--- config.mk ---
export PLATFORM = sky130hd
export DESIGN_NAME = mdio_master
export DESIGN_NICKNAME = d
export VERILOG_FILES = /design/src/rtl/mdio_pkg.sv /design/src/rtl/mdio_half_timer.sv /design/src/rtl/mdio_frame_seq.sv /design/src/rtl/mdio_rx_capture.sv /design/src/rtl/mdio_master.sv
export SDC_FILE = /design/constraint.sdc
export NUM_CORES = 1
export LEC_CHECK = 0
export ABC_AREA = 0
export BUFFER_PORTS_ARGS = -buffer_cell sky130_fd_sc_hd__buf_2
export CORE_MARGIN = 10
export CORE_UTILIZATION = 25
export DETAILED_ROUTE_END_ITERATION = 7
export PLACE_DENSITY_LB_ADDON = 0.08
export SETUP_SLACK_MARGIN = 0.5
export SLEW_MARGIN = 20
export SYNTH_ARGS = -nofsm -noshare
export SYNTH_HDL_FRONTEND = slang
export SYNTH_SLANG_ARGS = --single-unit
--- constraint.sdc ---
create_clock -name clk_i -period 5 [get_ports clk_i]
set_input_delay 0.25 -clock clk_i [delete_from_list [all_inputs] [get_ports clk_i]]
set_output_delay 0.25 -clock clk_i [all_outputs]
set_load 0.01 [all_outputs]
--- src/rtl/mdio_pkg.sv ---
package mdio_pkg;
  localparam int ADDR_W   = 5;
  localparam int DATA_W   = 16;
  localparam int HDR_BITS = 14;
  localparam int FRAME_W  = 32;

  localparam logic [1:0] SOF_CODE  = 2'b01;
  localparam logic [1:0] OP_READ   = 2'b10;
  localparam logic [1:0] OP_WRITE  = 2'b01;
  localparam logic [1:0] TA_DRIVEN = 2'b10;

  typedef enum logic {PH_LOW = 1'b0, PH_HIGH = 1'b1} mdc_phase_e;

  typedef struct packed {
    logic               rd;
    logic [FRAME_W-1:0] bits;
  } frame_t;

  function automatic frame_t build_frame(input logic rd,
                                         input logic [ADDR_W-1:0] phy,
                                         input logic [ADDR_W-1:0] regad,
                                         input logic [DATA_W-1:0] wd);
    frame_t f;
    f.rd   = rd;
    // read tail is never driven; fill with ones
    f.bits = rd ? {SOF_CODE, OP_READ, phy, regad, 2'b11, {DATA_W{1'b1}}}
                : {SOF_CODE, OP_WRITE, phy, regad, TA_DRIVEN, wd};
    return f;
  endfunction
endpackage

--- src/rtl/mdio_half_timer.sv ---
module mdio_half_timer #(
  parameter int HALF_CYCLES = 20
) (
  input  logic clk_i,
  input  logic rst_ni,
  input  logic run_i,
  output logic tick_o
);
  localparam int CNT_W = (HALF_CYCLES > 1) ? $clog2(HALF_CYCLES) : 1;
  localparam logic [CNT_W-1:0] LAST = CNT_W'(HALF_CYCLES - 1);

  logic [CNT_W-1:0] cnt_q;

  always_ff @(posedge clk_i or negedge rst_ni) begin
    if (!rst_ni)                    cnt_q <= '0;
    else if (!run_i || cnt_q == LAST) cnt_q <= '0;
    else                            cnt_q <= cnt_q + 1'b1;
  end

  assign tick_o = run_i && (cnt_q == LAST);
endmodule

--- src/rtl/mdio_frame_seq.sv ---
module mdio_frame_seq
  import mdio_pkg::*;
#(
  parameter int PREAMBLE_LEN = 32
) (
  input  logic   clk_i,
  input  logic   rst_ni,
  input  logic   start_i,
  input  frame_t frame_i,
  input  logic   tick_i,
  output logic   busy_o,
  output logic   done_o,
  output logic   mdc_o,
  output logic   mdio_o,
  output logic   mdio_oe_o,
  output logic   smp_o,
  output logic   smp_err_o,
  output logic   rd_done_o
);
  localparam int SLOTS  = PREAMBLE_LEN + FRAME_W;
  localparam int SLOT_W = $clog2(SLOTS);
  localparam int IDX_W  = $clog2(FRAME_W);
  localparam logic [SLOT_W-1:0] PRE_END   = SLOT_W'(PREAMBLE_LEN);
  localparam logic [SLOT_W-1:0] REL_SLOT  = SLOT_W'(PREAMBLE_LEN + HDR_BITS);
  localparam logic [SLOT_W-1:0] ERR_SLOT  = SLOT_W'(PREAMBLE_LEN + HDR_BITS + 1);
  localparam logic [SLOT_W-1:0] LAST_SLOT = SLOT_W'(SLOTS - 1);

  logic              busy_q, busy_d;
  mdc_phase_e        phase_q, phase_d;
  logic [SLOT_W-1:0] slot_q, slot_d, off_d;
  frame_t            frm_q, frm_d;
  logic              finish;
  logic              mdc_q, mdio_q, oe_q, done_q;
  logic              mdc_d, mdio_d, oe_d;

  always_comb begin
    busy_d  = busy_q;
    phase_d = phase_q;
    slot_d  = slot_q;
    frm_d   = frm_q;
    finish  = 1'b0;
    if (start_i && !busy_q) begin
      busy_d  = 1'b1;
      phase_d = PH_LOW;
      slot_d  = '0;
      frm_d   = frame_i;
    end else if (busy_q && tick_i) begin
      if (phase_q == PH_LOW) begin
        phase_d = PH_HIGH;
      end else begin
        phase_d = PH_LOW;
        if (slot_q == LAST_SLOT) begin
          busy_d = 1'b0;
          finish = 1'b1;
        end else begin
          slot_d = slot_q + 1'b1;
        end
      end
    end
  end

  // outputs follow the next state so they stay aligned with it
  always_comb begin
    off_d  = slot_d - PRE_END;
    mdc_d  = busy_d && (phase_d == PH_HIGH);
    oe_d   = !(busy_d && frm_d.rd && (slot_d >= REL_SLOT));
    if (!busy_d || slot_d < PRE_END || !oe_d) mdio_d = 1'b1;
    else mdio_d = frm_d.bits[IDX_W'(FRAME_W - 1) - off_d[IDX_W-1:0]];
  end

  always_ff @(posedge clk_i or negedge rst_ni) begin
    if (!rst_ni) begin
      busy_q  <= 1'b0;
      phase_q <= PH_LOW;
      slot_q  <= '0;
      frm_q   <= '0;
      mdc_q   <= 1'b0;
      mdio_q  <= 1'b1;
      oe_q    <= 1'b1;
      done_q  <= 1'b0;
    end else begin
      busy_q  <= busy_d;
      phase_q <= phase_d;
      slot_q  <= slot_d;
      frm_q   <= frm_d;
      mdc_q   <= mdc_d;
      mdio_q  <= mdio_d;
      oe_q    <= oe_d;
      done_q  <= finish;
    end
  end

  assign busy_o    = busy_q;
  assign done_o    = done_q;
  assign mdc_o     = mdc_q;
  assign mdio_o    = mdio_q;
  assign mdio_oe_o = oe_q;
  // sample on the last clock of a low phase, before MDC rises
  assign smp_o     = busy_q && frm_q.rd && (phase_q == PH_LOW) && tick_i &&
                     (slot_q >= ERR_SLOT);
  assign smp_err_o = (slot_q == ERR_SLOT);
  assign rd_done_o = finish && frm_q.rd;
endmodule

--- src/rtl/mdio_rx_capture.sv ---
module mdio_rx_capture
  import mdio_pkg::*;
#(
  parameter int SYNC_STAGES = 2
) (
  input  logic              clk_i,
  input  logic              rst_ni,
  input  logic              mdio_i,
  input  logic              smp_i,
  input  logic              smp_err_i,
  input  logic              rd_done_i,
  output logic [DATA_W-1:0] rdata_o,
  output logic              err_o
);
  logic              din;
  logic [DATA_W-1:0] shf_q, rdata_q;
  logic              err_acc_q, err_q;

  if (SYNC_STAGES > 1) begin : g_sync
    logic [SYNC_STAGES-1:0] sync_q;
    always_ff @(posedge clk_i or negedge rst_ni) begin
      if (!rst_ni) sync_q <= '1;
      else         sync_q <= {sync_q[SYNC_STAGES-2:0], mdio_i};
    end
    assign din = sync_q[SYNC_STAGES-1];
  end else if (SYNC_STAGES == 1) begin : g_sync1
    logic sync_q;
    always_ff @(posedge clk_i or negedge rst_ni) begin
      if (!rst_ni) sync_q <= 1'b1;
      else         sync_q <= mdio_i;
    end
    assign din = sync_q;
  end else begin : g_nosync
    assign din = mdio_i;
  end

  always_ff @(posedge clk_i or negedge rst_ni) begin
    if (!rst_ni) begin
      shf_q     <= '0;
      err_acc_q <= 1'b0;
      rdata_q   <= '0;
      err_q     <= 1'b0;
    end else begin
      if (smp_i) begin
        if (smp_err_i) err_acc_q <= din;
        else           shf_q     <= {shf_q[DATA_W-2:0], din};
      end
      if (rd_done_i) begin
        rdata_q <= err_acc_q ? '0 : shf_q;
        err_q   <= err_acc_q;
      end
    end
  end

  assign rdata_o = rdata_q;
  assign err_o   = err_q;
endmodule

--- src/rtl/mdio_master.sv ---
module mdio_master
  import mdio_pkg::*;
#(
  parameter int HALF_CYCLES  = 20,
  parameter int PREAMBLE_LEN = 32,
  parameter int SYNC_STAGES  = 2
) (
  input  logic        clk_i,
  input  logic        rst_ni,
  input  logic        start_i,
  input  logic        read_i,
  input  logic [4:0]  phy_addr_i,
  input  logic [4:0]  reg_addr_i,
  input  logic [15:0] wdata_i,
  output logic        busy_o,
  output logic        done_o,
  output logic [15:0] rdata_o,
  output logic        err_o,
  output logic        mdc_o,
  output logic        mdio_o,
  output logic        mdio_oe_o,
  input  logic        mdio_i
);
  frame_t frame;
  logic   tick, smp, smp_err, rd_done;

  assign frame = build_frame(read_i, phy_addr_i, reg_addr_i, wdata_i);

  mdio_half_timer #(.HALF_CYCLES(HALF_CYCLES)) u_timer (
    .clk_i  (clk_i),
    .rst_ni (rst_ni),
    .run_i  (busy_o),
    .tick_o (tick)
  );

  mdio_frame_seq #(.PREAMBLE_LEN(PREAMBLE_LEN)) u_seq (
    .clk_i     (clk_i),
    .rst_ni    (rst_ni),
    .start_i   (start_i),
    .frame_i   (frame),
    .tick_i    (tick),
    .busy_o    (busy_o),
    .done_o    (done_o),
    .mdc_o     (mdc_o),
    .mdio_o    (mdio_o),
    .mdio_oe_o (mdio_oe_o),
    .smp_o     (smp),
    .smp_err_o (smp_err),
    .rd_done_o (rd_done)
  );

  mdio_rx_capture #(.SYNC_STAGES(SYNC_STAGES)) u_rx (
    .clk_i     (clk_i),
    .rst_ni    (rst_ni),
    .mdio_i    (mdio_i),
    .smp_i     (smp),
    .smp_err_i (smp_err),
    .rd_done_i (rd_done),
    .rdata_o   (rdata_o),
    .err_o     (err_o)
  );
endmodule

==> metrics <==
status=completed; H-tree depth=3; DP HPWL=6.24 mm; WS Path Type=reg2reg; average cell area after synthesis=10.4 um2; slowest stage delay, CP=650 ps; Max Fanout on Critical Path=33; routed via count=2721; cell accounting for the most synthesized area=dfrtp_1; Port Buf Inserts=52; most frequent cell after synthesis=nand2_1; cell area after layout=4640 um2; die extent in x=144 um; clk sinks=between 80 and 90; max-cap violations=0; Placed Instance Area=4290 um2; area delta synth->final=21.0%; CP max stage cell=nand2_1; GPL Wtd Cong=0.748; share of layout cells above drive strength 1=24.5%; Congestion Overflow GR=0; synthesized instance count=367; row cnt=45; chip height=144 um; final core occ=30.8%; vias in the first global route=2948; Max Clock Freq=~350 MHz; Least-Margin Pin Slew=943 ps; WP data arrival=~3100 ps; clock transition at the registers of the reported paths=60 ps; Leak=2.24 nW; placed cell count=between 500 and 600; clk_lat worst skew=340 ps; Seq/Total Area, Yosys=56.2%; Routed wire per std cell=roughly 15 um; ANT cells=0; Tightest Hold Check Type=in2reg; Peak VDD IR=0.177 mV; top-area cell type share of the netlist area=53.5%; final hold slack=roughly 96 ps; cell mode on critical path=nand2_1; DRC violations left=0; Post-synth EDFFs=0; fin crit period=a little under 3000 ps; Max Transition Viols Final=0; Routed WL=between 9 and 10 mm; main flop type after synthesis=dfrtp_1; pre-CTS setup slack=2030 ps; Pre-Repair DR Iteration Count=4; unrepaired setup endpoints after global routing=no; Die Footprint=20700 um2; Core ar.=15100 um2; antenna violations before repair=0; ratio of final minimum period to clock period=between 50 and 60%; Tot Pwr=2.01 mW; TritonCTS buffer count=9; largest net degree at the start of global routing=69; Seq cells post-synth=86; CTS tree=built; Post-Syn Area=3830 um2; starting DRC count in detailed routing=129; Worst R2R Setup Slack=between 2000 and 2500 ps; CP cell instances=ha_1, and4bb_2, nand2_1, nor4_2, nand2_1, mux2_2; CTS root buf=clkbuf_16; Post-synth ARST share=100%; Syn. warnings=0; CTS Buffer Depth=2; Setup-failing EPs final=0; Post-DRT Antenna Nets=0; final hold viol count=0; GRT Overall Usage=approximately a tenth; fin nets=452; Fillers=1572; Post-synth top cells=nand2_1 (100), dfrtp_1 (82), o21ai_0 (34), mux2_2 (20), nand2b_1 (20); WP data required=between 5000 and 6000 ps; CP Launch Type=flop; Power Density=433 nW/um2; vias per cell=4.45; Setup crit end kind=flop; Post-CTS Resized=0; Final WS setup=~2100 ps; Slew headroom=between 30% and 40%; first-pass GRT wire length=around 15 mm; Setup TNS=0 ps; I/O Pins=53; non-filler cells, final=612; Syn Nets=400; Final Skew=~6.5 ps; top cells by area, synth=dfrtp_1 (54%), nand2_1 (9.8%), mux2_2 (5.9%); Initial Utilization=25.4%; Yosys cell types=52
layout by cell type, fill, tap and decap left out, types with 4 or more instances in the layout:
cell type,netlist,routed
inv_1,6,6
nand2b_1,20,20
mux2_2,20,20
nor2_1,11,11
and2_1,4,4
o21ai_0,34,34
clkbuf_16,0,9
dfrtp_1,82,82
dfstp_2,4,4
buf_4,1,4
nand2_1,100,100
buf_2,1,51
mux2i_1,14,14
o211ai_1,4,4
metal layers:
metal	vias to the layer above	wire (um)	track usage, %	share of wire, %
met5	-	0	0	0
met4	0	119	3.22	1.3
met3	9	513	3.89	5.7
met2	50	4230	15.0	47
met1	1293	4170	11.6	46
li1	1369	-	-	-
report_power, final:
group | internal (mW) | switching [mW] | total (mW)
Clock | 0.465 | 0.267 | 0.732
Combinational | 0.193 | 0.241 | 0.434
Sequential | 0.777 | 0.0683 | 0.846
Total | 1.44 | 0.576 | 2.01
what timing repair did:
action	4_1_cts	5_1_grt
hold buffers	2	0
hold endpoints to repair	18	0
setup buffers	0	0
cells by family (layout without fill, tap and decap cells):
group / count (synthesis) / in the layout / synth area share [%]
AO/OA/AOI/OAI: 60 / 60 / 10.5
buffers and inverters: 23 / 80 / 2.38
adder cells (fa/ha/maj): 2 / 2 / 0.652
AND/OR/NAND/NOR: 158 / 158 / 19.3
flip-flops: 86 / 86 / 56.2
multiplexers: 36 / 36 / 10.5
XOR/XNOR: 2 / 2 / 0.457
area by class of cell:
type | instances | area [um2] | area share, %
clock buffers | 13 | 260 | 5.61
clock inverters | 3 | 67.6 | 1.46
inverters | 7 | 26.3 | 0.566
multi-input cells | 258 | 1590 | 34.2
flip-flops and latches | 86 | 2160 | 46.5
well taps | 188 | 235 | 5.07
repair buffers | 57 | 305 | 6.58
state kept, by name, indices dropped and copies added, names as in the netlist:
signal              flops
u_seq.mdc_o             1
u_seq.busy_o            1
u_seq.mdio_oe_o         1
u_rx.err_o              1
u_seq.done_o            1
u_seq.frm_q            33
u_rx.g_sync.sync_q      2
u_rx.shf_q             16
u_rx.rdata_o           16
u_rx.err_acc_q          1
u_seq.phase_q           1
u_seq.mdio_o            1
u_seq.slot_q            6
u_timer.cnt_q           5
final timing paths:
check | start | endpoint | cells past startpoint
hold reg to reg | u_rx.g_sync.sync_q[0] | u_rx.g_sync.sync_q[1] | 0
hold / removal | reg_addr_i[2] | u_seq.frm_q[20] | 3
min in group asynchronous | rst_ni | u_rx.rdata_o[9] | 2
max in group asynchronous | rst_ni | u_seq.frm_q[2] | 3
setup / recovery | u_timer.cnt_q[0] | u_rx.err_o | 6
setup reg to reg | u_timer.cnt_q[0] | u_rx.err_o | 6
critical path, delay by kind of cell (launching register included):
family	cells	cell delay [ps]
flops	1	370
fa+ha+maj	1	250
simple gates	4	1650
mux	1	500
No activity file was read; power rests on OpenSTA's default activity.
